**config.mk**
```make
export PLATFORM = sky130hd
export DESIGN_NAME = logic_sext_unit
export DESIGN_NICKNAME = d
export VERILOG_FILES = /design/src/rtl/logic_sext_pkg.sv /design/src/rtl/lsx_bool.sv /design/src/rtl/lsx_sext.sv /design/src/rtl/lsx_flags.sv /design/src/rtl/logic_sext_unit.sv
export SDC_FILE = /design/constraint.sdc
export NUM_CORES = 1
export LEC_CHECK = 0
export ABC_AREA = 1
export BUFFER_PORTS_ARGS = -buffer_cell sky130_fd_sc_hd__buf_2
export CAP_MARGIN = 5
export CORE_MARGIN = 1.5
export CORE_UTILIZATION = 56
export DETAILED_ROUTE_END_ITERATION = 10
export PLACE_DENSITY = 0.84
export SYNTH_ARGS = -nofsm -noshare
export SYNTH_HDL_FRONTEND = slang
export SYNTH_SLANG_ARGS = --single-unit
```
**constraint.sdc**
```tcl
create_clock -name vclk -period 6.3
set_input_delay 1.26 -clock vclk [all_inputs]
set_output_delay 1.26 -clock vclk [all_outputs]
set_load 0.02 [all_outputs]
```
**src/rtl/logic_sext_pkg.sv**
```systemverilog
package logic_sext_pkg;

   localparam int OP_W = 5;

   typedef enum logic [OP_W-1:0] {
      OP_AND   = 5'd0,
      OP_OR    = 5'd1,
      OP_XOR   = 5'd2,
      OP_NAND  = 5'd3,
      OP_NOR   = 5'd4,
      OP_EQV   = 5'd5,
      OP_ANDC  = 5'd6,
      OP_ORC   = 5'd7,
      OP_ANDLO = 5'd8,
      OP_ORLO  = 5'd9,
      OP_XORLO = 5'd10,
      OP_ANDHI = 5'd11,
      OP_ORHI  = 5'd12,
      OP_XORHI = 5'd13,
      OP_SXB   = 5'd14,
      OP_SXH   = 5'd15,
      OP_SXW   = 5'd16
   } op_e;

   typedef enum logic [1:0] {
      BASE_AND = 2'd0,
      BASE_OR  = 2'd1,
      BASE_XOR = 2'd2
   } base_e;

   typedef enum logic [1:0] {
      SRC_REG   = 2'd0,
      SRC_IMMLO = 2'd1,
      SRC_IMMHI = 2'd2
   } src_e;

   typedef enum logic [1:0] {
      KIND_NONE  = 2'd0,
      KIND_LOGIC = 2'd1,
      KIND_EXT   = 2'd2
   } kind_e;

   typedef struct packed {
      kind_e       kind;
      base_e       base;
      src_e        src;
      logic        inv_b;
      logic        inv_out;
      logic [1:0]  ext_sel;
   } ctrl_t;

endpackage

```
**src/rtl/lsx_bool.sv**
```systemverilog
module lsx_bool
   import logic_sext_pkg::*;
#(
   parameter int XLEN = 64
) (
   input  logic [XLEN-1:0] a_i,
   input  logic [XLEN-1:0] b_i,
   input  base_e           base_i,
   input  logic            inv_b_i,
   input  logic            inv_out_i,
   output logic [XLEN-1:0] y_o
);

   logic [XLEN-1:0] b_eff;
   logic [XLEN-1:0] core;

   assign b_eff = inv_b_i ? ~b_i : b_i;

   always_comb begin
      unique case (base_i)
         BASE_AND: core = a_i & b_eff;
         BASE_OR:  core = a_i | b_eff;
         BASE_XOR: core = a_i ^ b_eff;
         default:  core = '0;
      endcase
   end

   assign y_o = inv_out_i ? ~core : core;

endmodule

```
**src/rtl/lsx_sext.sv**
```systemverilog
module lsx_sext #(
   parameter int XLEN   = 64,
   parameter int FROM_W = 8
) (
   input  logic [FROM_W-1:0] src_i,
   output logic [XLEN-1:0]   y_o
);

   localparam int FILL_W = XLEN - FROM_W;

   if (FROM_W < 1 || FROM_W >= XLEN) begin : g_bad_width
      $error("lsx_sext: FROM_W must lie between 1 and XLEN-1");
   end

   assign y_o = {{FILL_W{src_i[FROM_W-1]}}, src_i};

endmodule

```
**src/rtl/lsx_flags.sv**
```systemverilog
module lsx_flags #(
   parameter int XLEN = 64
) (
   input  logic [XLEN-1:0] res_i,
   input  logic            rec_i,
   output logic [2:0]      flags_o
);

   logic neg;
   logic zero;

   assign neg  = res_i[XLEN-1];
   assign zero = (res_i == '0);

   assign flags_o = rec_i ? {neg, ~neg & ~zero, zero} : 3'b000;

endmodule

```
**src/rtl/logic_sext_unit.sv**
```systemverilog
module logic_sext_unit
   import logic_sext_pkg::*;
#(
   parameter int XLEN      = 64,
   parameter int IMM_W     = 16,
   parameter int IMM_SHIFT = 16,
   parameter int BYTE_W    = 8
) (
   input  logic [XLEN-1:0]  rs_i,
   input  logic [XLEN-1:0]  rb_i,
   input  logic [IMM_W-1:0] imm_i,
   input  logic [OP_W-1:0]  op_i,
   input  logic             rec_i,
   output logic [XLEN-1:0]  res_o,
   output logic [2:0]       flags_o
);

   localparam int N_EXT   = 3;
   localparam int WIDEST  = BYTE_W << (N_EXT - 1);

   if (XLEN < IMM_SHIFT + IMM_W) begin : g_bad_imm
      $error("logic_sext_unit: shifted immediate does not fit in XLEN");
   end
   if (WIDEST >= XLEN) begin : g_bad_ext
      $error("logic_sext_unit: widest sign-extend source must be narrower than XLEN");
   end

   ctrl_t ctrl;

   always_comb begin
      ctrl = '{kind: KIND_NONE, base: BASE_AND, src: SRC_REG,
               inv_b: 1'b0, inv_out: 1'b0, ext_sel: 2'd0};
      case (op_i)
         OP_AND:   begin ctrl.kind = KIND_LOGIC; ctrl.base = BASE_AND; end
         OP_OR:    begin ctrl.kind = KIND_LOGIC; ctrl.base = BASE_OR;  end
         OP_XOR:   begin ctrl.kind = KIND_LOGIC; ctrl.base = BASE_XOR; end
         OP_NAND:  begin ctrl.kind = KIND_LOGIC; ctrl.base = BASE_AND; ctrl.inv_out = 1'b1; end
         OP_NOR:   begin ctrl.kind = KIND_LOGIC; ctrl.base = BASE_OR;  ctrl.inv_out = 1'b1; end
         OP_EQV:   begin ctrl.kind = KIND_LOGIC; ctrl.base = BASE_XOR; ctrl.inv_out = 1'b1; end
         OP_ANDC:  begin ctrl.kind = KIND_LOGIC; ctrl.base = BASE_AND; ctrl.inv_b = 1'b1; end
         OP_ORC:   begin ctrl.kind = KIND_LOGIC; ctrl.base = BASE_OR;  ctrl.inv_b = 1'b1; end
         OP_ANDLO: begin ctrl.kind = KIND_LOGIC; ctrl.base = BASE_AND; ctrl.src = SRC_IMMLO; end
         OP_ORLO:  begin ctrl.kind = KIND_LOGIC; ctrl.base = BASE_OR;  ctrl.src = SRC_IMMLO; end
         OP_XORLO: begin ctrl.kind = KIND_LOGIC; ctrl.base = BASE_XOR; ctrl.src = SRC_IMMLO; end
         OP_ANDHI: begin ctrl.kind = KIND_LOGIC; ctrl.base = BASE_AND; ctrl.src = SRC_IMMHI; end
         OP_ORHI:  begin ctrl.kind = KIND_LOGIC; ctrl.base = BASE_OR;  ctrl.src = SRC_IMMHI; end
         OP_XORHI: begin ctrl.kind = KIND_LOGIC; ctrl.base = BASE_XOR; ctrl.src = SRC_IMMHI; end
         OP_SXB:   begin ctrl.kind = KIND_EXT;   ctrl.ext_sel = 2'd0; end
         OP_SXH:   begin ctrl.kind = KIND_EXT;   ctrl.ext_sel = 2'd1; end
         OP_SXW:   begin ctrl.kind = KIND_EXT;   ctrl.ext_sel = 2'd2; end
         default:  ctrl.kind = KIND_NONE;
      endcase
   end

   logic [XLEN-1:0] imm_lo;
   logic [XLEN-1:0] imm_hi;
   logic [XLEN-1:0] opnd_b;

   assign imm_lo = XLEN'(imm_i);
   assign imm_hi = imm_lo << IMM_SHIFT;

   always_comb begin
      unique case (ctrl.src)
         SRC_IMMLO: opnd_b = imm_lo;
         SRC_IMMHI: opnd_b = imm_hi;
         default:   opnd_b = rb_i;
      endcase
   end

   logic [XLEN-1:0] bool_res;

   lsx_bool #(.XLEN(XLEN)) u_bool (
      .a_i       (rs_i),
      .b_i       (opnd_b),
      .base_i    (ctrl.base),
      .inv_b_i   (ctrl.inv_b),
      .inv_out_i (ctrl.inv_out),
      .y_o       (bool_res)
   );

   logic [XLEN-1:0] ext_res [N_EXT];

   for (genvar k = 0; k < N_EXT; k++) begin : g_ext
      localparam int FW = BYTE_W << k;
      lsx_sext #(.XLEN(XLEN), .FROM_W(FW)) u_sext (
         .src_i (rs_i[FW-1:0]),
         .y_o   (ext_res[k])
      );
   end

   logic [XLEN-1:0] ext_pick;

   always_comb begin
      case (ctrl.ext_sel)
         2'd0:    ext_pick = ext_res[0];
         2'd1:    ext_pick = ext_res[1];
         default: ext_pick = ext_res[2];
      endcase
   end

   always_comb begin
      unique case (ctrl.kind)
         KIND_LOGIC: res_o = bool_res;
         KIND_EXT:   res_o = ext_pick;
         default:    res_o = '0;
      endcase
   end

   lsx_flags #(.XLEN(XLEN)) u_flags (
      .res_i   (res_o),
      .rec_i   (rec_i),
      .flags_o (flags_o)
   );

endmodule

```
==> results.json <==
{
  "max_freq_mhz": 166.4,
  "synth_area_leaders": "nand2_1, ha_1, inv_1, nand3_1, o21ai_0",
  "swShare": 0.6406,
  "port_buffers": 217,
  "syn_avg_cell_area_sq_um": 5.145,
  "fill_cells": 1269,
  "grt_pass1_wl_um": 37470,
  "fin_hold_ws_ns": 2.867,
  "netlist_area_sq_um": 7326,
  "start_kind": "input pin",
  "p_int_mw": 0.2591,
  "ys.warnings.count": 0,
  "place_area_sq_um": 8459,
  "gp_congestion": 0.9200,
  "slew_viol_final": 0,
  "synth.distinct_cells": 26,
  "critical_path_arrival_ns": 4.75,
  "clkPwrFrac": 0,
  "min_path_type": "input pin to output port",
  "io-pin-count": 217,
  "num_vias": 9018,
  "grt_pass1_vias": 8177,
  "grt_overflow": 0,
  "max_slew_margin": 0.2278,
  "antenna_found_initial": 1,
  "worst_slew_pin_slew_ns": 1.158,
  "synth_commonest_cells": "nand2_1, inv_1, ha_1",
  "seq_area_frac_synth": 0,
  "fin_nets": 1875,
  "n_clock_buffer": 0,
  "wl_um": 23120,
  "finalHoldViolCount": 0,
  "min_to": "flags_o[1]",
  "design_area_sq_um": 8496,
  "critPathKind": "input pin to output port",
  "maxCapViolCount": 0,
  "syn-num-nets": 1706,
  "antenna_left": 0,
  "hold_buffers": 0,
  "min_from": "rec_i",
  "place_ws_ns": 0.05289,
  "netlist.area_leader.share": 0.2849,
  "cpLargestDelayFamily": "simple AND/OR/NAND/NOR gates",
  "drive_gt1_frac": 0.1760,
  "status": "complete, no violations",
  "fin_ws_ns": 0.2893,
  "critPathRequiredTime_ns": 5.04,
  "initial_core_util": 0.5782,
  "seq_area_sq_um": 0,
  "dp_hpwl_um": 17210,
  "core.rowCount": 41,
  "die-area_sq_um": 13780,
  "slowest_stage": "ha_2",
  "area_growth_pct": 15.97,
  "p_sw_mw": 0.4619,
  "hold_depth": 4,
  "synth_most_common_cell": "nand2_1",
  "drt_iter0_markers": 924,
  "first_pass_iters": 6,
  "synth.largest_area_cell": "nand2_1",
  "grt_max_degree": 67,
  "vias_per_cell": 5.112,
  "leakage_nw": 6.285,
  "comb_power_share": 1.000,
  "wire_per_inst_um": 13.11,
  "period_minus_slack_ns": 6.011,
  "critPathCaptureType": "output port",
  "grtUsageTotal": 0.3220,
  "crit_buf_inv": 7,
  "synthCells": 1424,
  "drc": 0,
  "die_y_um": 117.4,
  "nFlopsAndLatches": 0,
  "p_per_area_nw_per_um2": 84.86,
  "die_w_um": 117.4,
  "post-route-period-util": 0.9541,
  "pwr-share-seq": 0,
  "coreArea_sq_um": 12670,
  "cp_max_fo": 13,
  "crit_path_frequent_cell": "nand2_1",
  "ir_drop_mv": 0.06135,
  "critical-path-max-stage-delay_ns": 0.38,
  "setup_viol": 0
}
## worst max-delay path by stage
stage / slack, ns / cells after the start / start / end
finish: 0.29 / 28 / op_i[1] / flags_o[1]
floorplan: 0.82 / 24 / op_i[2] / flags_o[0]
global route: -0.02 / 28 / op_i[1] / flags_o[1]
detailed placement: 0.05 / 25 / op_i[4] / flags_o[0]
CTS: 0.04 / 25 / op_i[4] / flags_o[0]
global placement: 0.17 / 24 / op_i[4] / flags_o[0]
## routing by layer
layer,GRT usage,part of all wire
met1,0.4199,0.42
met2,0.5566,0.46
met3,0.02237,0.086
met4,0.1150,0.040
met5,0,0
## cells by family after synthesis
group / count (synthesis) / synth area share
compound gates: 68 / 0.04833
fa+ha+maj: 132 / 0.2254
xor+xnor: 64 / 0.07652
buf+inv: 388 / 0.2126
simple gates: 772 / 0.4371
## power groups by stage
stage | clock [mW] | combinational (mW) | sequential (mW)
global route | 0.0000000212 | 0.819 | 0
floorplan | 0 | 0.506 | 0
finish | 0.0000000212 | 0.721 | 0
detailed placement | 0 | 0.708 | 0
global placement | 0 | 0.692 | 0
CTS | 0 | 0.711 | 0
## placed cells by master, fill, tap and decap left out
master and n:
a21oi_1 3, a21oi_4 1, buf_12 3, buf_2 217, buf_4 14, buf_6 2, diode_2 1, ha_1 130
ha_2 2, inv_1 294, inv_2 25, nand2_1 555, nand2_2 3, nand3_1 129, nand4_1 38, nor2_1 36
nor2_2 3, nor2_4 5, nor3_2 2, nor4_1 1, o21ai_0 54, o21ai_1 6, o21ai_2 2, o22ai_1 1
o22ai_2 1, xnor2_1 32, xor2_1 32
## timing repair
item | in CTS | in global routing
resized for setup | 0 | 8
buffers inserted | 0 | 1
endpoints found under the setup margin | 0 | 2
## tightest hold or removal path: stages
cell	delay (ns)
buf_2	0.10
nand2_1	0.06
nor2_1	0.04
buf_2	0.15
## layout make-up
cell class	count	area, sq um	share of cell area
Inverter	319	1197	0.1409
Tap cell	172	215.2	0.02533
Multi-Input combinational cell	1036	5807	0.6835
Antenna cell	1	2.502	0.0002946
Timing Repair Buffer	236	1274	0.1499
## metrics by stage
stage | TNS (ns) | cells | utilization | total power, mW
CTS | 0 | 1762 | 0.6676 | 0.7115
global placement | 0 | 1762 | 0.6676 | 0.6916
global route | -0.02462 | 1764 | 0.6705 | 0.8190
finish | 0 | 1764 | 0.6705 | 0.7210
floorplan | 0 | 1424 | - | 0.5063
detailed placement | 0 | 1762 | 0.6676 | 0.7080
Note: power is estimated with default switching activity, not from simulation.
